`src/rtl/swi_pkg.sv`:
```
package swi_pkg;
    parameter int DATA_W     = 8;
    parameter int OFS_W      = 16;
    parameter int BANK_W     = 8;
    parameter int ACC_W      = 32;
    parameter int CTX_BYTES  = 12;
    parameter int VEC_BYTES  = 3;
    parameter int VEC_STRIDE = 4;
    parameter logic [BANK_W-1:0] VEC_BANK = 8'hFF;
    parameter logic [OFS_W-1:0]  VEC_TOP  = 16'hFFFC;
    parameter int I_BIT = 6;
    parameter int S_BIT = 5;

    localparam int ADDR_W = BANK_W + OFS_W;
    localparam int IDX_W  = $clog2(CTX_BYTES);

    typedef enum logic [1:0] {
        ST_IDLE = 2'd0,
        ST_PUSH = 2'd1,
        ST_VEC  = 2'd2,
        ST_DONE = 2'd3
    } seq_st_e;

    typedef struct packed {
        logic [OFS_W-1:0]  ps;
        logic [OFS_W-1:0]  pc;
        logic [BANK_W-1:0] pcb;
        logic [BANK_W-1:0] dtb;
        logic [BANK_W-1:0] adb;
        logic [BANK_W-1:0] dpr;
        logic [ACC_W-1:0]  acc;
    } ctx_t;

    typedef struct packed {
        seq_st_e           st;
        logic [IDX_W-1:0]  idx;
        logic [OFS_W-1:0]  sp;
        logic [BANK_W-1:0] ssb;
        logic [7:0]        vnum;
        ctx_t              ctx;
        logic [OFS_W-1:0]  new_pc;
        logic [BANK_W-1:0] new_pcb;
    } seq_t;
endpackage

```
`src/rtl/swi_ctx_mux.sv`:
```
module swi_ctx_mux
    import swi_pkg::*;
(
    input  ctx_t               ctx_i,
    input  logic [IDX_W-1:0]   idx_i,
    output logic [DATA_W-1:0]  byte_o
);
    localparam int ACC_BYTES = ACC_W / DATA_W;
    localparam int ACC_BASE  = CTX_BYTES - ACC_BYTES;

    logic [DATA_W-1:0] slot [CTX_BYTES];

    // Fixed head of the frame: status word, return PC, four bank registers.
    assign slot[0] = ctx_i.ps[15:8];
    assign slot[1] = ctx_i.ps[7:0];
    assign slot[2] = ctx_i.pc[15:8];
    assign slot[3] = ctx_i.pc[7:0];
    assign slot[4] = ctx_i.pcb;
    assign slot[5] = ctx_i.dtb;
    assign slot[6] = ctx_i.adb;
    assign slot[7] = ctx_i.dpr;

    // Accumulator tail, most significant byte first.
    for (genvar g = 0; g < ACC_BYTES; g++) begin : g_acc
        assign slot[ACC_BASE+g] = ctx_i.acc[ACC_W-1-g*DATA_W -: DATA_W];
    end

    always_comb begin
        byte_o = '0;
        for (int k = 0; k < CTX_BYTES; k++) begin
            if (idx_i == IDX_W'(k)) byte_o = slot[k];
        end
    end
endmodule

```
`src/rtl/swi_vec_addr.sv`:
```
module swi_vec_addr
    import swi_pkg::*;
(
    input  logic [7:0]        vnum_i,
    input  logic [IDX_W-1:0]  idx_i,
    output logic [ADDR_W-1:0] addr_o
);
    localparam int STRIDE_SH = $clog2(VEC_STRIDE);

    logic [OFS_W-1:0] entry_base;
    logic [OFS_W-1:0] entry_ofs;

    always_comb begin
        entry_base = VEC_TOP - (OFS_W'(vnum_i) << STRIDE_SH);
        entry_ofs  = entry_base + OFS_W'(idx_i);
        addr_o     = {VEC_BANK, entry_ofs};
    end
endmodule

```
`src/rtl/swi_flag_upd.sv`:
```
module swi_flag_upd
    import swi_pkg::*;
(
    input  logic [OFS_W-1:0] ps_i,
    output logic [OFS_W-1:0] ps_o
);
    always_comb begin
        ps_o        = ps_i;
        ps_o[I_BIT] = 1'b0;
        ps_o[S_BIT] = 1'b1;
    end
endmodule

```
`src/rtl/swi_entry_seq.sv`:
```
module swi_entry_seq
    import swi_pkg::*;
(
    input  logic         clk,
    input  logic         rst_n,
    input  logic         start_i,
    input  logic [7:0]   vec_num_i,
    input  logic [15:0]  ps_i,
    input  logic [15:0]  pc_i,
    input  logic [7:0]   pcb_i,
    input  logic [7:0]   dtb_i,
    input  logic [7:0]   adb_i,
    input  logic [7:0]   dpr_i,
    input  logic [31:0]  acc_i,
    input  logic [7:0]   ssb_i,
    input  logic [15:0]  ssp_i,
    output logic         mem_req_o,
    output logic         mem_we_o,
    output logic [23:0]  mem_addr_o,
    output logic [7:0]   mem_wdata_o,
    input  logic [7:0]   mem_rdata_i,
    input  logic         mem_ready_i,
    output logic         busy_o,
    output logic         done_o,
    output logic [15:0]  pc_o,
    output logic [7:0]   pcb_o,
    output logic [15:0]  ps_o,
    output logic [15:0]  ssp_o
);
    localparam logic [IDX_W-1:0] CTX_LAST = IDX_W'(CTX_BYTES - 1);
    localparam logic [IDX_W-1:0] VEC_LAST = IDX_W'(VEC_BYTES - 1);

    seq_t q, d;

    logic [DATA_W-1:0] push_byte;
    logic [ADDR_W-1:0] vec_addr;
    logic [OFS_W-1:0]  sp_dec;

    swi_ctx_mux u_ctx_mux (
        .ctx_i  (q.ctx),
        .idx_i  (q.idx),
        .byte_o (push_byte)
    );

    swi_vec_addr u_vec_addr (
        .vnum_i (q.vnum),
        .idx_i  (q.idx),
        .addr_o (vec_addr)
    );

    swi_flag_upd u_flag_upd (
        .ps_i (q.ctx.ps),
        .ps_o (ps_o)
    );

    assign sp_dec = q.sp - OFS_W'(1);

    always_comb begin
        d           = q;
        mem_req_o   = 1'b0;
        mem_we_o    = 1'b0;
        mem_addr_o  = '0;
        mem_wdata_o = '0;
        unique case (q.st)
            ST_IDLE: begin
                if (start_i) begin
                    d.st      = ST_PUSH;
                    d.idx     = '0;
                    d.sp      = ssp_i;
                    d.ssb     = ssb_i;
                    d.vnum    = vec_num_i;
                    d.ctx.ps  = ps_i;
                    d.ctx.pc  = pc_i;
                    d.ctx.pcb = pcb_i;
                    d.ctx.dtb = dtb_i;
                    d.ctx.adb = adb_i;
                    d.ctx.dpr = dpr_i;
                    d.ctx.acc = acc_i;
                end
            end
            ST_PUSH: begin
                mem_req_o   = 1'b1;
                mem_we_o    = 1'b1;
                mem_addr_o  = {q.ssb, sp_dec};
                mem_wdata_o = push_byte;
                if (mem_ready_i) begin
                    d.sp = sp_dec;
                    if (q.idx == CTX_LAST) begin
                        d.st  = ST_VEC;
                        d.idx = '0;
                    end else begin
                        d.idx = q.idx + IDX_W'(1);
                    end
                end
            end
            ST_VEC: begin
                mem_req_o  = 1'b1;
                mem_addr_o = vec_addr;
                if (mem_ready_i) begin
                    if (q.idx == IDX_W'(0)) d.new_pc[7:0]  = mem_rdata_i;
                    if (q.idx == IDX_W'(1)) d.new_pc[15:8] = mem_rdata_i;
                    if (q.idx == VEC_LAST)  d.new_pcb      = mem_rdata_i;
                    if (q.idx == VEC_LAST) begin
                        d.st  = ST_DONE;
                        d.idx = '0;
                    end else begin
                        d.idx = q.idx + IDX_W'(1);
                    end
                end
            end
            ST_DONE: begin
                d.st = ST_IDLE;
            end
            default: d.st = ST_IDLE;
        endcase
    end

    always_ff @(posedge clk or negedge rst_n) begin
        if (!rst_n) begin
            q <= '0;
        end else begin
            q <= d;
        end
    end

    assign busy_o = (q.st != ST_IDLE);
    assign done_o = (q.st == ST_DONE);
    assign pc_o   = q.new_pc;
    assign pcb_o  = q.new_pcb;
    assign ssp_o  = q.sp;
endmodule

```
`config.mk`:
```
export PLATFORM = sky130hd
export DESIGN_NAME = swi_entry_seq
export DESIGN_NICKNAME = d
export VERILOG_FILES = /design/src/rtl/swi_pkg.sv /design/src/rtl/swi_ctx_mux.sv /design/src/rtl/swi_vec_addr.sv /design/src/rtl/swi_flag_upd.sv /design/src/rtl/swi_entry_seq.sv
export SDC_FILE = /design/constraint.sdc
export NUM_CORES = 1
export LEC_CHECK = 0
export BUFFER_PORTS_ARGS = -buffer_cell sky130_fd_sc_hd__clkbuf_2
export CAP_MARGIN = 20
export CORE_UTILIZATION = 54
export DETAILED_ROUTE_END_ITERATION = 10
export PLACE_DENSITY = 0.82
export SLEW_MARGIN = 20
export SYNTH_ARGS = -nofsm -noshare
export SYNTH_HDL_FRONTEND = slang
export SYNTH_SLANG_ARGS = --single-unit
```
`constraint.sdc`:
```
create_clock -name clk -period 3.8 [get_ports clk]
set_clock_uncertainty 0.1 [all_clocks]
set_input_delay 0.76 -clock clk [delete_from_list [all_inputs] [get_ports clk]]
set_output_delay 0.76 -clock clk [all_outputs]
set_load 0.1 [all_outputs]
```
# --- Word-level counts from Yosys, hierarchy flattened ---
# Index checks and enable logic that the tools add are counted.
word_totals:
  register_bits: 158
  out_inout_bits: 92
  wordCells: 77
classes:
  n_addsub: 4
  eq_ne: 19
  muxes: 26
  n_reduce_logical: 13
op_table:
  columns: ["operator", "count"]
  rows:
  - ["2-to-1 mux 134 bit", 1]
  - ["2-to-1 mux 8 bit", 13]
  - ["one-hot mux 24 bit (2 select lines)", 1]
  - ["one-hot mux 16 bit (2 select lines)", 1]
  - ["2-to-1 mux 22 bit", 1]
  - ["equality test 4 x 3 -> 1 bit (second input constant)", 4]
  - ["equality test 4 bit (second input constant)", 4]
  - ["subtractor 16 x 1 -> 16 bit (second input constant)", 1]
  - ["adder 12 x 5 -> 13 bit", 1]
  - ["one-hot mux 4 bit (3 select lines)", 1]
  - ["AND reduction 3 bit", 4]
  - ["subtractor 3 x 11 -> 12 bit (first input constant)", 1]
  - ["!= test 2 bit (second input constant)", 5]
  - ["equality test 4 x 2 -> 1 bit (second input constant)", 2]
  - ["2-to-1 mux 4 bit", 2]
  - ["one-hot mux 2 bit (4 select lines)", 1]
  - ["2-to-1 mux 6 bit", 1]
  - ["AND reduction 5 bit", 1]
  - ["adder 4 x 1 -> 4 bit (second input constant)", 1]
  - ["equality test 2 bit (second input constant)", 2]
  - ["equality test 4 x 1 -> 1 bit (second input constant)", 1]
  - ["logical NOT 4 bit", 1]
  - ["2-to-1 mux 2 bit", 2]
  - ["AND reduction 4 bit", 1]
  - ["other kinds (7)", 9]

# --- Depth between registers and ports, before layout ---
depth:
  ltp_word: 14
  mapped_depth: 10
  depth_no_buf: 9

# --- Cells and area by module ---
# A second synthesis with hierarchy kept.
unflattened:
  hier_cells: 799
  hier_area_um2: 8798.4
by_module_without_submodules:
  columns: ["mod", "instances", "cells_per_inst", "area_each_um2", "seq_area_each_um2"]
  rows:
  - ["swi_entry_seq", 1, 599, 7359.6, 3953.8]
  - ["swi_ctx_mux", 1, 146, 1026.0, 0.0]
  - ["swi_vec_addr", 1, 36, 285.3, 0.0]
  - ["swi_flag_upd", 1, 18, 127.6, 0.0]

# --- Worst setup path before layout ---
# Ideal clock, no wire load.
synth_timing:
  path_kind: "reg2out"
  start: "reg q[154] (netlist name)"
  end: "out mem_addr_o[8]"
  arrival_time_ns: 4.312
  t_required_ns: 2.940
  slack_ns: -1.372
  path_stages_with_launch: 11
  path_cell_list: "dfrtp_1 -> clkbuf_1 -> inv_1 -> ha_1 -> inv_1 -> ha_1 -> nor2_1 -> o31ai_1 -> a21oi_1 -> o21a_1 -> o32ai_1"
synth_via:
  elab_chain_len: 2
synth_lines:
  columns: ["element", "line_no", "source"]
  rows:
  - ["from (decl)", "swi_entry_seq.sv:33", "seq_t q, d;"]
  - ["from (signal assigned)", "swi_entry_seq.sv:120", "q <= '0;"]
  - ["from (signal assigned)", "swi_entry_seq.sv:122", "q <= d;"]
  - ["adder 12 x 5 -> 13 bit", "swi_vec_addr.sv:15", "entry_ofs = entry_base + OFS_W'(idx_i);"]
  - ["one-hot mux 24 bit (2 select lines)", "swi_entry_seq.sv:64", "unique case (q.st)"]
  - ["to (decl)", "swi_entry_seq.sv:19", "output logic [23:0] mem_addr_o,"]
# Every way passes these cells.

# --- Final worst setup path ---
# Ends and elaborated chain as after synthesis.

==> metrics.txt <==
cell area after synthesis 8770 um^2; hpwl dp 16300 um; DRC 0; CP Buf/Inv Count 4; clock buffer depth 2; Worst Tran Pin Value 929 ps; Tmin final 3770 ps; CP endpoint kind primary output; Post-synth EDFFs 0; f_max 265 MHz; cell taking the most area after synthesis dfrtp_1; initial antenna violation count 0; CP required 2940 ps; Final Max Slew Viols 0; DR iter-0 viols 503; H-tree Lvls 4; synth top area cells dfrtp_1 (45%), mux2_2 (18%), buf_4 (4.8%); sequential area share after synthesis 45.1%; CP startpoint kind register; Detailed Route WL 23000 um; # diodes 0; synth warn 0; gr ovfl total 0; Rows 46; Die X 129 um; Async SR Flop Fraction 100%; Max Cap Viol 0; met3 wire length 1740 um; vias per cell 5.77; final-report hold violation count 0; Num CTS Buffers 17; Seq. cell area 3960 um^2; Routed Antenna Nets 0; crit-path leading delay family compound AO/OA/AOI/OAI gates; crit path kind reg2out; outcome finished, final reports clean; worst r2r dst q[155]$_DFFE_PN0P_; Distinct cells, synth 55; Clock Sinks 158; multi-input logic area 4360 um^2; CP cell instances inv_1 -> ha_1 -> inv_2 -> ha_4 -> nor2_1 -> o31ai_2 -> buf_4 -> a21oi_1 -> o21a_1 -> o32ai_4 -> buf_12; post-synth top area share 45.1%; syn_area_per_cell 10.3 um^2; CTS tree done; global-route wire length before repair 35400 um; DRT Pass-1 Iters 5; Crit Path Max Fanout 3; share of layout cells above drive strength 1 46.8%; Crit path largest cell delay 390 ps; worst reg-to-reg path cell count 8; setup TNS 0 ps; vias in the first global route 6913; core area 15900 um^2; cell depth of the worst setup path 11; Reg-to-Reg Start q[153]$_DFFE_PN0P_; #FFs+latches synth 158; CTS root buf clkbuf_16; largest net degree at the start of global routing 101; final setup violation count 0; clock latency on the worst-skew pair 420 ps; relative slew slack 38.1%; Buffers on Ports 229; Hold Crit Class in2async; Nets 1174; Ports 232; CTS clk-pin slew, worst paths 70 ps; reg2reg setup slack 1180 ps; initial core utilization 55.2%; Die H 129 um; Placer Congestion 0.866; Crit-path slowest cell o31ai_2; Main synth FF type dfrtp_1; synthesized instance count 848; Tcrit/Tclk final 99.3%; highest metal used met4; metal2 WL 11100 um; Post-Route M1 WL 9580 um; total track usage 27.6%; crit path DAT 2910 ps; Routed WL per cell 18.5 um; syn nets 1011; Die ar. 16800 um^2; area delta synth->final 25.6%; total number of vias 7151; Fill cells 1175
synthesized netlist by cell type, types with 3 or more instances:
cell	instances
o21ai_0	54
a31oi_1	6
nor2_1	46
or3_1	9
nor4_1	4
buf_2	3
or3b_2	7
nand3_1	10
o22ai_1	9
clkbuf_1	47
xor2_1	10
buf_4	56
or2_2	4
o31ai_1	3
a21oi_1	52
a211oi_1	9
a21o_1	4
mux2_2	137
nand2_1	41
nor2b_1	16
o21a_1	7
nor3_1	25
and2_1	3
ha_1	23
inv_1	28
buf_1	4
a22oi_1	3
mux2i_1	3
or4_1	4
dfrtp_1	158
nand2b_1	7
o22a_1	3
o211ai_1	3
a221oi_1	21
nor3b_1	3
metrics by stage:
| stage | worst slack (ps) | area [um^2] | util [%] | std cells | hold WS, ps |
|---|---|---|---|---|---|
| final | 25.9 | 11000 | 69.4 | 1239 | 330 |
| after global routing | -57.8 | 11000 | 69.4 | 1239 | 416 |
| after CTS | -32.5 | 10900 | 68.5 | 1234 | 386 |
| after detailed placement | 379 | 10300 | 64.7 | 1203 | 390 |
| after global placement | 432 | 10300 | 64.7 | 1203 | 385 |
| after floorplan | -590 | 8970 | - | 848 | 364 |
state kept, by name, summed over array words and instances, names as in the netlist:
register  count
ssp_o        16
q           118
pcb_o         8
pc_o         16
area by class of cell:
cell class,instances,area share [%]
multi-input combinational,552,39.6
sequential,158,35.9
timing repair buffer,254,15.6
clock buffer,17,3.86
tap,216,2.45
clock inverter,14,1.66
inverter,28,1.02
how the worst max path moves through the flow:
| stage | startpoint | endpoint | slack [ps] |
|---|---|---|---|
| finish | q[154]$_DFFE_PN0P_ | mem_addr_o[8] | 30 |
| global placement | ssp_o[3]$_DFFE_PN0P_ | mem_addr_o[13] | 430 |
| detailed placement | ssp_o[3]$_DFFE_PN0P_ | mem_addr_o[13] | 380 |
| CTS | q[154]$_DFFE_PN0P_ | mem_addr_o[10] | -30 |
| floorplan | q[157]$_DFFE_PN0P_ | mem_addr_o[3] | -590 |
| global route | q[154]$_DFFE_PN0P_ | mem_addr_o[8] | -60 |
placed cells by master, fill, tap and decap left out, types with 4 or more instances in the layout:
| cell type | instances |
|---|---|
| dfrtp_1 | 155 |
| a21o_1 | 4 |
| nor4_1 | 4 |
| buf_12 | 23 |
| a221oi_1 | 21 |
| or3b_2 | 7 |
| mux2_2 | 137 |
| inv_1 | 25 |
| o21a_1 | 4 |
| a21oi_1 | 45 |
| o22ai_1 | 7 |
| clkbuf_16 | 18 |
| a21oi_2 | 7 |
| nand2b_1 | 7 |
| or3_1 | 8 |
| o21ai_0 | 54 |
| ha_1 | 18 |
| clkbuf_2 | 203 |
| a211oi_1 | 9 |
| buf_4 | 24 |
| xor2_1 | 10 |
| nand3_1 | 10 |
| nor2_1 | 37 |
| or2_2 | 4 |
| nor2_4 | 8 |
| nor3_1 | 25 |
| nor2b_1 | 16 |
| nand2_1 | 40 |
kinds of logic after synthesis:
group | share of synthesized area [%]
AOI/OAI and AO/OA | 13.8
muxes | 17.9
other | 0.0856
buffers and inverters | 8.34
xor gates and xnor gates | 1.10
adders and majority gates | 3.28
and+or+nand+nor | 10.4
DFF | 45.1
per-layer routing:
metal	vias up	GRT usage (%)
li1	3297	-
met1	3502	36.4
met2	307	44.7
met3	45	6.23
met4	0	10.1
met5	-	0
what timing repair did:
item,in CTS,in global routing
hold buffers,0,0
setup buffers,0,3
resized for setup,2,18
endpoints found under the setup margin,6,14
pin swaps,0,5
Power is not shown: default switching activity piles up to over one toggle a cycle in this logic, so the estimate is an artifact.
